$ cat config.mk
export PLATFORM = sky130hd
export DESIGN_NAME = tabdiv_top
export DESIGN_NICKNAME = d
export VERILOG_FILES = /design/src/rtl/tabdiv_pkg.sv /design/src/rtl/tabdiv_lut.sv /design/src/rtl/tabdiv_ctrl.sv /design/src/rtl/tabdiv_count.sv /design/src/rtl/tabdiv_top.sv
export SDC_FILE = /design/constraint.sdc
export NUM_CORES = 1
export LEC_CHECK = 0
export BUFFER_PORTS_ARGS = -buffer_cell sky130_fd_sc_hd__buf_2
export CAP_MARGIN = 10
export CELL_PAD_IN_SITES_DETAIL_PLACEMENT = 1
export CELL_PAD_IN_SITES_GLOBAL_PLACEMENT = 2
export CORE_ASPECT_RATIO = 1.4
export CORE_UTILIZATION = 31
export DETAILED_ROUTE_END_ITERATION = 10
export GPL_TIMING_DRIVEN = 0
export PLACE_DENSITY_LB_ADDON = 0.3
export SETUP_SLACK_MARGIN = 0.2
export SYNTH_ARGS = -nofsm -noshare
export SYNTH_HDL_FRONTEND = slang
export SYNTH_SLANG_ARGS = --single-unit
$ cat constraint.sdc
create_clock -name clk -period 2.1 [get_ports clk]
set_clock_uncertainty 0.05 [all_clocks]
set_input_delay 0.21 -clock clk [delete_from_list [all_inputs] [get_ports clk]]
set_output_delay 0.21 -clock clk [all_outputs]
set_load 0.01 [all_outputs]
$ cat src/rtl/tabdiv_pkg.sv
package tabdiv_pkg;

    localparam int SEL_W   = 4;
    localparam int RATIO_W = 6;

    typedef struct packed {
        logic               valid;
        logic [RATIO_W-1:0] ratio;
    } ratio_t;

    typedef enum logic [1:0] {
        TBL_BASE  = 2'd0,
        TBL_EXT   = 2'd1,
        TBL_UPPER = 2'd2
    } tbl_e;

    // Base table, optionally with code 0 mapped to 2.
    function automatic ratio_t ratio_base(input logic [SEL_W-1:0] c, input logic zero_ok);
        ratio_t r;
        r.valid = 1'b1;
        case (c)
            4'd0:    begin r.ratio = 6'd2;  r.valid = zero_ok; end
            4'd1:    r.ratio = 6'd3;
            4'd2:    r.ratio = 6'd4;
            4'd3:    r.ratio = 6'd6;
            4'd4:    r.ratio = 6'd8;
            4'd5:    r.ratio = 6'd12;
            4'd6:    r.ratio = 6'd16;
            4'd7:    r.ratio = 6'd18;
            4'd8:    r.ratio = 6'd24;
            4'd10:   r.ratio = 6'd36;
            4'd11:   r.ratio = 6'd48;
            default: begin r.ratio = 6'd0; r.valid = 1'b0; end
        endcase
        return r;
    endfunction

    // Upper table: codes below 5 unused, code 12 adds ratio 10.
    function automatic ratio_t ratio_upper(input logic [SEL_W-1:0] c);
        ratio_t r;
        if (c == 4'd12) begin
            r.valid = 1'b1;
            r.ratio = 6'd10;
        end else if (c < 4'd5) begin
            r.valid = 1'b0;
            r.ratio = 6'd0;
        end else begin
            r = ratio_base(c, 1'b0);
        end
        return r;
    endfunction

    function automatic ratio_t ratio_lookup(input tbl_e t, input logic [SEL_W-1:0] c);
        ratio_t r;
        case (t)
            TBL_EXT:   r = ratio_base(c, 1'b1);
            TBL_UPPER: r = ratio_upper(c);
            default:   r = ratio_base(c, 1'b0);
        endcase
        return r;
    endfunction

    function automatic logic [SEL_W-1:0] first_valid(input tbl_e t);
        logic [SEL_W-1:0] found;
        logic             hit;
        found = '0;
        hit   = 1'b0;
        for (int i = 0; i < (1 << SEL_W); i++) begin
            if (!hit && ratio_lookup(t, SEL_W'(i)).valid) begin
                found = SEL_W'(i);
                hit   = 1'b1;
            end
        end
        return found;
    endfunction

endpackage

$ cat src/rtl/tabdiv_lut.sv
module tabdiv_lut
    import tabdiv_pkg::*;
#(
    parameter int TABLE_SEL = 0
) (
    input  logic [SEL_W-1:0] code,
    output ratio_t           entry
);
    localparam tbl_e TBL = tbl_e'(TABLE_SEL[1:0]);

    generate
        if (TBL == TBL_UPPER) begin : g_upper
            always_comb entry = ratio_upper(code);
        end else if (TBL == TBL_EXT) begin : g_ext
            always_comb entry = ratio_base(code, 1'b1);
        end else begin : g_base
            always_comb entry = ratio_base(code, 1'b0);
        end
    endgenerate

    always_comb begin
        if (entry.valid) begin
            assert (entry.ratio >= RATIO_W'(2))
                else $error("p_ratio_min_r1: valid ratio below 2");
        end
    end
endmodule

$ cat src/rtl/tabdiv_ctrl.sv
module tabdiv_ctrl
    import tabdiv_pkg::*;
#(
    parameter int TABLE_SEL = 0
) (
    input  logic               clk,
    input  logic               rst,
    input  logic               wr_en,
    input  logic [SEL_W-1:0]   wr_code,
    input  logic               wr_stop,
    output logic               stop_q,
    output logic               err_q,
    output logic [SEL_W-1:0]   code_q,
    output logic [RATIO_W-1:0] pend_d
);
    localparam tbl_e             TBL       = tbl_e'(TABLE_SEL[1:0]);
    localparam logic [SEL_W-1:0] RST_CODE  = first_valid(TBL);
    localparam ratio_t           RST_ENTRY = ratio_lookup(TBL, RST_CODE);

    ratio_t             wr_entry;
    logic [RATIO_W-1:0] pend_q;

    tabdiv_lut #(.TABLE_SEL(TABLE_SEL)) u_lut (
        .code  (wr_code),
        .entry (wr_entry)
    );

    // Ratio that becomes pending after this edge; the counter samples it.
    always_comb begin
        pend_d = pend_q;
        if (wr_en && wr_entry.valid) pend_d = wr_entry.ratio;
    end

    always_ff @(posedge clk) begin
        if (rst) begin
            code_q <= RST_CODE;
            stop_q <= 1'b1;
            err_q  <= 1'b0;
            pend_q <= RST_ENTRY.ratio;
        end else begin
            pend_q <= pend_d;
            if (wr_en) begin
                code_q <= wr_code;
                stop_q <= wr_stop;
                if (!wr_entry.valid) err_q <= 1'b1;
            end
        end
    end

    p_err_sticky_r5: assert property (@(posedge clk) disable iff (rst)
        err_q |=> err_q);

    p_bad_code_keeps_r5: assert property (@(posedge clk) disable iff (rst)
        (wr_en && !wr_entry.valid) |=> $stable(pend_q));
endmodule

$ cat src/rtl/tabdiv_count.sv
module tabdiv_count
    import tabdiv_pkg::*;
#(
    parameter int                 CNT_W     = RATIO_W,
    parameter logic [RATIO_W-1:0] RST_RATIO = 6'd3
) (
    input  logic               clk,
    input  logic               rst,
    input  logic               stop,
    input  logic [RATIO_W-1:0] next_ratio,
    output logic               tick
);
    logic [CNT_W-1:0]   cnt_q;
    logic [RATIO_W-1:0] cur_q;
    logic               at_end;

    assign at_end = (cnt_q == CNT_W'(cur_q - RATIO_W'(1)));
    assign tick   = !stop && at_end;

    always_ff @(posedge clk) begin
        if (rst) begin
            cnt_q <= '0;
            cur_q <= RST_RATIO;
        end else if (stop || at_end) begin
            cnt_q <= '0;
            cur_q <= next_ratio;
        end else begin
            cnt_q <= cnt_q + CNT_W'(1);
        end
    end

    p_no_tick_stopped_r7: assert property (@(posedge clk) disable iff (rst)
        stop |-> !tick);

    p_cnt_in_range_r1: assert property (@(posedge clk) disable iff (rst)
        RATIO_W'(cnt_q) < cur_q);

    p_single_pulse_r1: assert property (@(posedge clk) disable iff (rst)
        tick |=> !tick);

    p_ratio_at_boundary_r6: assert property (@(posedge clk) disable iff (rst)
        !$stable(cur_q) |-> (cnt_q == '0));

    p_restart_zero_r7: assert property (@(posedge clk) disable iff (rst)
        $fell(stop) |-> (cnt_q == '0));
endmodule

$ cat src/rtl/tabdiv_top.sv
module tabdiv_top
    import tabdiv_pkg::*;
#(
    parameter int TABLE_SEL = 0
) (
    input  logic               clk,
    input  logic               rst,
    input  logic               wr_en,
    input  logic [SEL_W:0]     wr_data,
    output logic [SEL_W+1:0]   rd_data,
    output logic               tick
);
    localparam tbl_e   TBL       = tbl_e'(TABLE_SEL[1:0]);
    localparam ratio_t RST_ENTRY = ratio_lookup(TBL, first_valid(TBL));

    logic               stop_q;
    logic               err_q;
    logic [SEL_W-1:0]   code_q;
    logic [RATIO_W-1:0] pend_d;

    tabdiv_ctrl #(.TABLE_SEL(TABLE_SEL)) u_ctrl (
        .clk     (clk),
        .rst     (rst),
        .wr_en   (wr_en),
        .wr_code (wr_data[SEL_W-1:0]),
        .wr_stop (wr_data[SEL_W]),
        .stop_q  (stop_q),
        .err_q   (err_q),
        .code_q  (code_q),
        .pend_d  (pend_d)
    );

    tabdiv_count #(.CNT_W(RATIO_W), .RST_RATIO(RST_ENTRY.ratio)) u_count (
        .clk        (clk),
        .rst        (rst),
        .stop       (stop_q),
        .next_ratio (pend_d),
        .tick       (tick)
    );

    assign rd_data = {err_q, stop_q, code_q};

    p_reset_state_r8: assert property (@(posedge clk) disable iff (rst)
        $past(rst) |-> (rd_data[SEL_W] && !rd_data[SEL_W+1] && !tick));
endmodule

# Word level (Yosys, flattened, before mapping)

Index checks and enable logic that the tools add are counted.

Register bits after elaboration: 24
Input port bits: 8
Output and inout port bits: 7
Word-level logic and storage cells: 31

Add/sub/neg operators: 2
Equality and inequality tests: 11
Multiplexer cells: 3
Bitwise operators: 1
Reduce and logical (&&, ||, !) cells: 8

Operators with widths:

| operator                                                            | number |
|---|---|
| 6-bit one-hot mux with 11 select lines                              | 1 |
| 4-bit by 3-bit == test with 1-bit output (second input constant)    | 4 |
| 4-bit == test (second input constant)                               | 3 |
| 10-bit OR reduction                                                 | 1 |
| 4-bit by 2-bit == test with 1-bit output (second input constant)    | 2 |
| 6-bit by 1-bit adder with 6-bit output (second input constant)      | 1 |
| 6-bit == test                                                       | 1 |
| 6-bit 2-to-1 mux                                                    | 1 |
| 6-bit by 1-bit subtractor with 6-bit output (second input constant) | 1 |
| 4-bit by 1-bit == test with 1-bit output (second input constant)    | 1 |
| 4-bit zero test                                                     | 1 |
| 1-bit logical AND                                                   | 2 |
| 2-bit AND reduction                                                 | 1 |
| 2-bit OR reduction                                                  | 1 |
| 1-bit zero test                                                     | 1 |
| 1-bit logical OR                                                    | 1 |
| 1-bit 2-to-1 mux                                                    | 1 |
| 1-bit inverter                                                      | 1 |

# Depth between registers and ports, before layout

Word-level depth: 5
Mapped depth: 7
Depth with buffers taken out: 7

# Modules after synthesis

From an unflattened synthesis, not the netlist that was laid out.

Cells, all modules: 146
Area, all modules: 1335.0 sq um

Modules (own cells, without submodules):

| module       | instances | cells each | area an instance (sq um) | seq. area each (sq um) |
|---|---|---|---|---|
| tabdiv_count | 1         | 73         | 675.6                    | 240.2 |
| tabdiv_ctrl  | 1         | 52         | 514.2                    | 240.2 |
| tabdiv_lut   | 1         | 19         | 130.1                    | 0.0 |
| tabdiv_top   | 1         | 2          | 15.0                     | 0.0 |

# Worst setup path before layout

OpenSTA, ideal clock, no wires.

Path type: register -> register
Start: reg u_count.cur_q[0]
End: reg u_count.cur_q[5]
Setup time: 121 ps
Data arrival time: 1746 ps
Required time: 1929 ps
Slack: 182 ps
Cell stages (with the launch flop): 8
Clock period less this slack: 1918 ps
Cell sequence: dfxtp_1 -> inv_1 -> ha_1 -> o21ba_1 -> a221oi_2 -> a41oi_2 -> o21bai_4 -> mux2_4

Longest elaborated chain between the ends: 3

RTL lines:

| item                                        | RTL line           | RTL |
|---|---|---|
| from (decl)                                 | tabdiv_count.sv:14 | `logic [RATIO_W-1:0] cur_q;` |
| from (signal assigned)                      | tabdiv_count.sv:26 | `cur_q <= next_ratio;` |
| 6-bit by 1-bit subtractor with 6-bit output | tabdiv_count.sv:17 | `assign at_end = (cnt_q == CNT_W'(cur_q - RATIO_W'(1)));` |
| 6-bit == test                               | tabdiv_count.sv:17 |  |
| 1-bit logical OR                            | tabdiv_count.sv:24 | `end else if (stop \|\| at_end) begin` |

Every way passes these cells.
A chain may end at the register's enable or synchronous reset.

# Final worst setup path

Start: reg u_count.cur_q[1]
End: out tick

Longest elaborated chain between the ends: 3

RTL lines:

| item                                        | RTL line           | RTL |
|---|---|---|
| 6-bit by 1-bit subtractor with 6-bit output | tabdiv_count.sv:17 |  |
| 6-bit == test                               | tabdiv_count.sv:17 |  |
| 1-bit logical AND                           | tabdiv_count.sv:18 | `assign tick = !stop && at_end;` |
| to (decl)                                   | tabdiv_top.sv:11   | `output logic tick` |

Every way passes these cells.

==> run metrics <==
Tmin final=1.91 ns; crit path DAT=roughly 1.7 ns; CP Max Fanout=4; register area share after synthesis=between 30 and 40%; power share of the clock group=around 28%; relative slew slack=around two thirds; hold bufs inserted after CTS=0; Slew Limit Fails=0; Synth cell types=42; routed wire length=2830 um; Final setup viols=0; total chip power=between 1 and 1.5 mW; mean number of vias per cell=between 5 and 6; GR Overflow Total=0; commonest cells in the synthesized netlist=dfxtp_1, nor2_1, xnor2_1; Worst Setup Slack, final=around 0.19 ns; DR WL/cell=14.2 um; Clock Sinks=24; Synth area leaders=dfxtp_1, xnor2_1, nor2_1; Inserted Clock Buffers=3; initial core utilization=between 30% and 40%; Worst Setup End Kind=output port; EDFF count, synth=0; die area=approximately 0.0042 mm^2; Max Cap Viol=0; Flop pwr share=46.7%; first-pass GRT wire length=~4800 um; syn_nets=approximately 140; Setup Total Neg Slack=0 ns; largest area contributor in the netlist=dfxtp_1; initial antenna violation count=0; drt pass-1 iters=2; Fmax=~0.52 GHz; Mapped Cells=between 100 and 150; status=complete, no violations; final RePlAce weighted congestion=~0.72; largest net degree at the start of global routing=14; Hold Path Class=in -> reg; H-Tree Depth=1; Synth Flop Type=dfxtp_1; worst slack at placement=~0.033 ns; Pwr Density=just over 700 mW/mm^2; hold_ws=0.102 ns; Comb pwr share=roughly a quarter; Worst Path Required=about 1.8 ns; Sw Share=~28%; FILL cells=between 400 and 500; Max VDD drop=between 400 and 500 uV; maximum clock path buffer count=2; Via Count=1,018; GRT Total Usage=roughly 15%; Cell Area, Synth=roughly 0.0012 mm^2; dpl hpwl=between 2000 and 2500 um; vias in the first global route=1,021; # nets final=around 170; RSZ-0062 raised after global routing=yes; DIE WIDTH=roughly 55 um; core region area=0.00371 mm^2; final worst-path cycle share=90.9%; Seq cells post-synth=24; post-synthesis average cell area=9.30 um^2; ant diodes=0; critical path type=reg -> out; CP Launch Type=flop; YS warnings=0; Worst-Margin Slew=between 0.5 and 0.6 ns; Buffers on Ports=13; DRC viols=0; Area growth syn-to-layout=24.7%; most frequent cell after synthesis=dfxtp_1; internal power=around 0.79 mW; Post-synth ARST share=0%; # IOs=15; Final Core Density=between 40% and 50%; Switch Pwr=0.314 mW; Routed Antenna Nets=0; TritonCTS clock tree=yes; initial DRC count=6; Die H=~76 um; Lkg Pwr=0.629 nW; Final Hold Fails=0; clock-pin transition on the worst setup and hold timing paths=0.08 ns; worst skew pair latency=around 0.26 ns; Yosys top cell area share=39.1%; Root Buffer=clkbuf_8; layout cells sized above 1=34.4%; Placement Rows=26
-- per-stage QoR --
step                instance area (um^2)  std cells
floorplan                           1230        132
global placement                    1350        187
detailed placement                  1350        187
CTS                                 1480        197
global route                        1530        199
finish                              1530        199
-- layer usage --
metal | vias up | global-route usage [%] | wire, um
met2 | 11 | 26.4 | 1630
li1 | 511 | - | -
met5 | - | 0 | 0
met4 | 0 | 3.00 | 9
met3 | 2 | 2.99 | 66
met1 | 494 | 19.0 | 1120
-- flip-flops by register name (all words and copies together), names as in the netlist --
register       count
u_ctrl.pend_q      6
u_count.cur_q      6
u_ctrl.err_q       1
u_count.cnt_q      6
u_ctrl.code_q      4
u_ctrl.stop_q      1
-- cell families after synthesis --
logic type | after synthesis | synth area share (%)
AO/OA/AOI/OAI | 30 | 20.7
XOR/XNOR | 12 | 8.56
adder cells (fa/ha/maj) | 2 | 2.04
buffers and inverters | 18 | 6.83
flip-flops | 24 | 39.1
multiplexers | 5 | 4.48
AND/OR/NAND/NOR | 41 | 18.2
-- critical path, cell delays in order (launching register included) --
cell and delay [ns]:
dfxtp_2 0.34, inv_2 0.05, ha_4 0.17, o21ba_4 0.19, a221oi_2 0.25, a41oi_2 0.10, nor3_2 0.13, buf_2 0.15
-- power by group through the flow --
stage                     registers (mW)  logic [mW]  clock network [mW]
after floorplan                    0.518       0.162                   0
after global placement             0.521       0.206                   0
after detailed placement           0.523       0.211                   0
after CTS                          0.513       0.250               0.320
after global routing               0.520       0.308               0.340
final                              0.516       0.279               0.310
-- area by class of cell --
class                      count  area, um^2  area share [%]
timing repair buffer          21         125            8.18
clock buffer                   4        55.1            3.60
buffer                         9        50.0            3.27
sequential                    24         483            31.6
tap                           42        52.6            3.43
multi-input combinational     90         731            47.8
inverter                       9        33.8            2.21
-- layout by cell type (no fill, tap or decap), types with 3 or more instances in the layout --
cell type	n
xor2_1	4
a21oi_1	5
buf_4	11
mux2i_1	4
nor2_1	13
dfxtp_1	22
o22a_1	3
clkbuf_8	4
xnor2_1	8
a221oi_1	3
inv_2	4
nand3_1	5
inv_1	5
nand2_1	6
nor2b_1	4
buf_2	17
-- worst paths after layout --
check	from	endpoint	slack (ns)	cells past startpoint
worst min register to register	u_ctrl.code_q[0]	u_ctrl.code_q[0]	0.42	2
worst max register to register	u_count.cur_q[0]	u_count.cur_q[5]	0.20	7
worst min-delay path	wr_data[4]	u_ctrl.stop_q	0.10	2
worst max-delay path	u_count.cur_q[1]	tick	0.19	7
-- repair_timing --
action / in CTS / in global routing
pin swaps: 4 / 3
resized for setup: 8 / 6
setup endpoints to repair: 13 / 7
setup buffers: 6 / 2
Note: power is estimated with default switching activity, not from simulation.
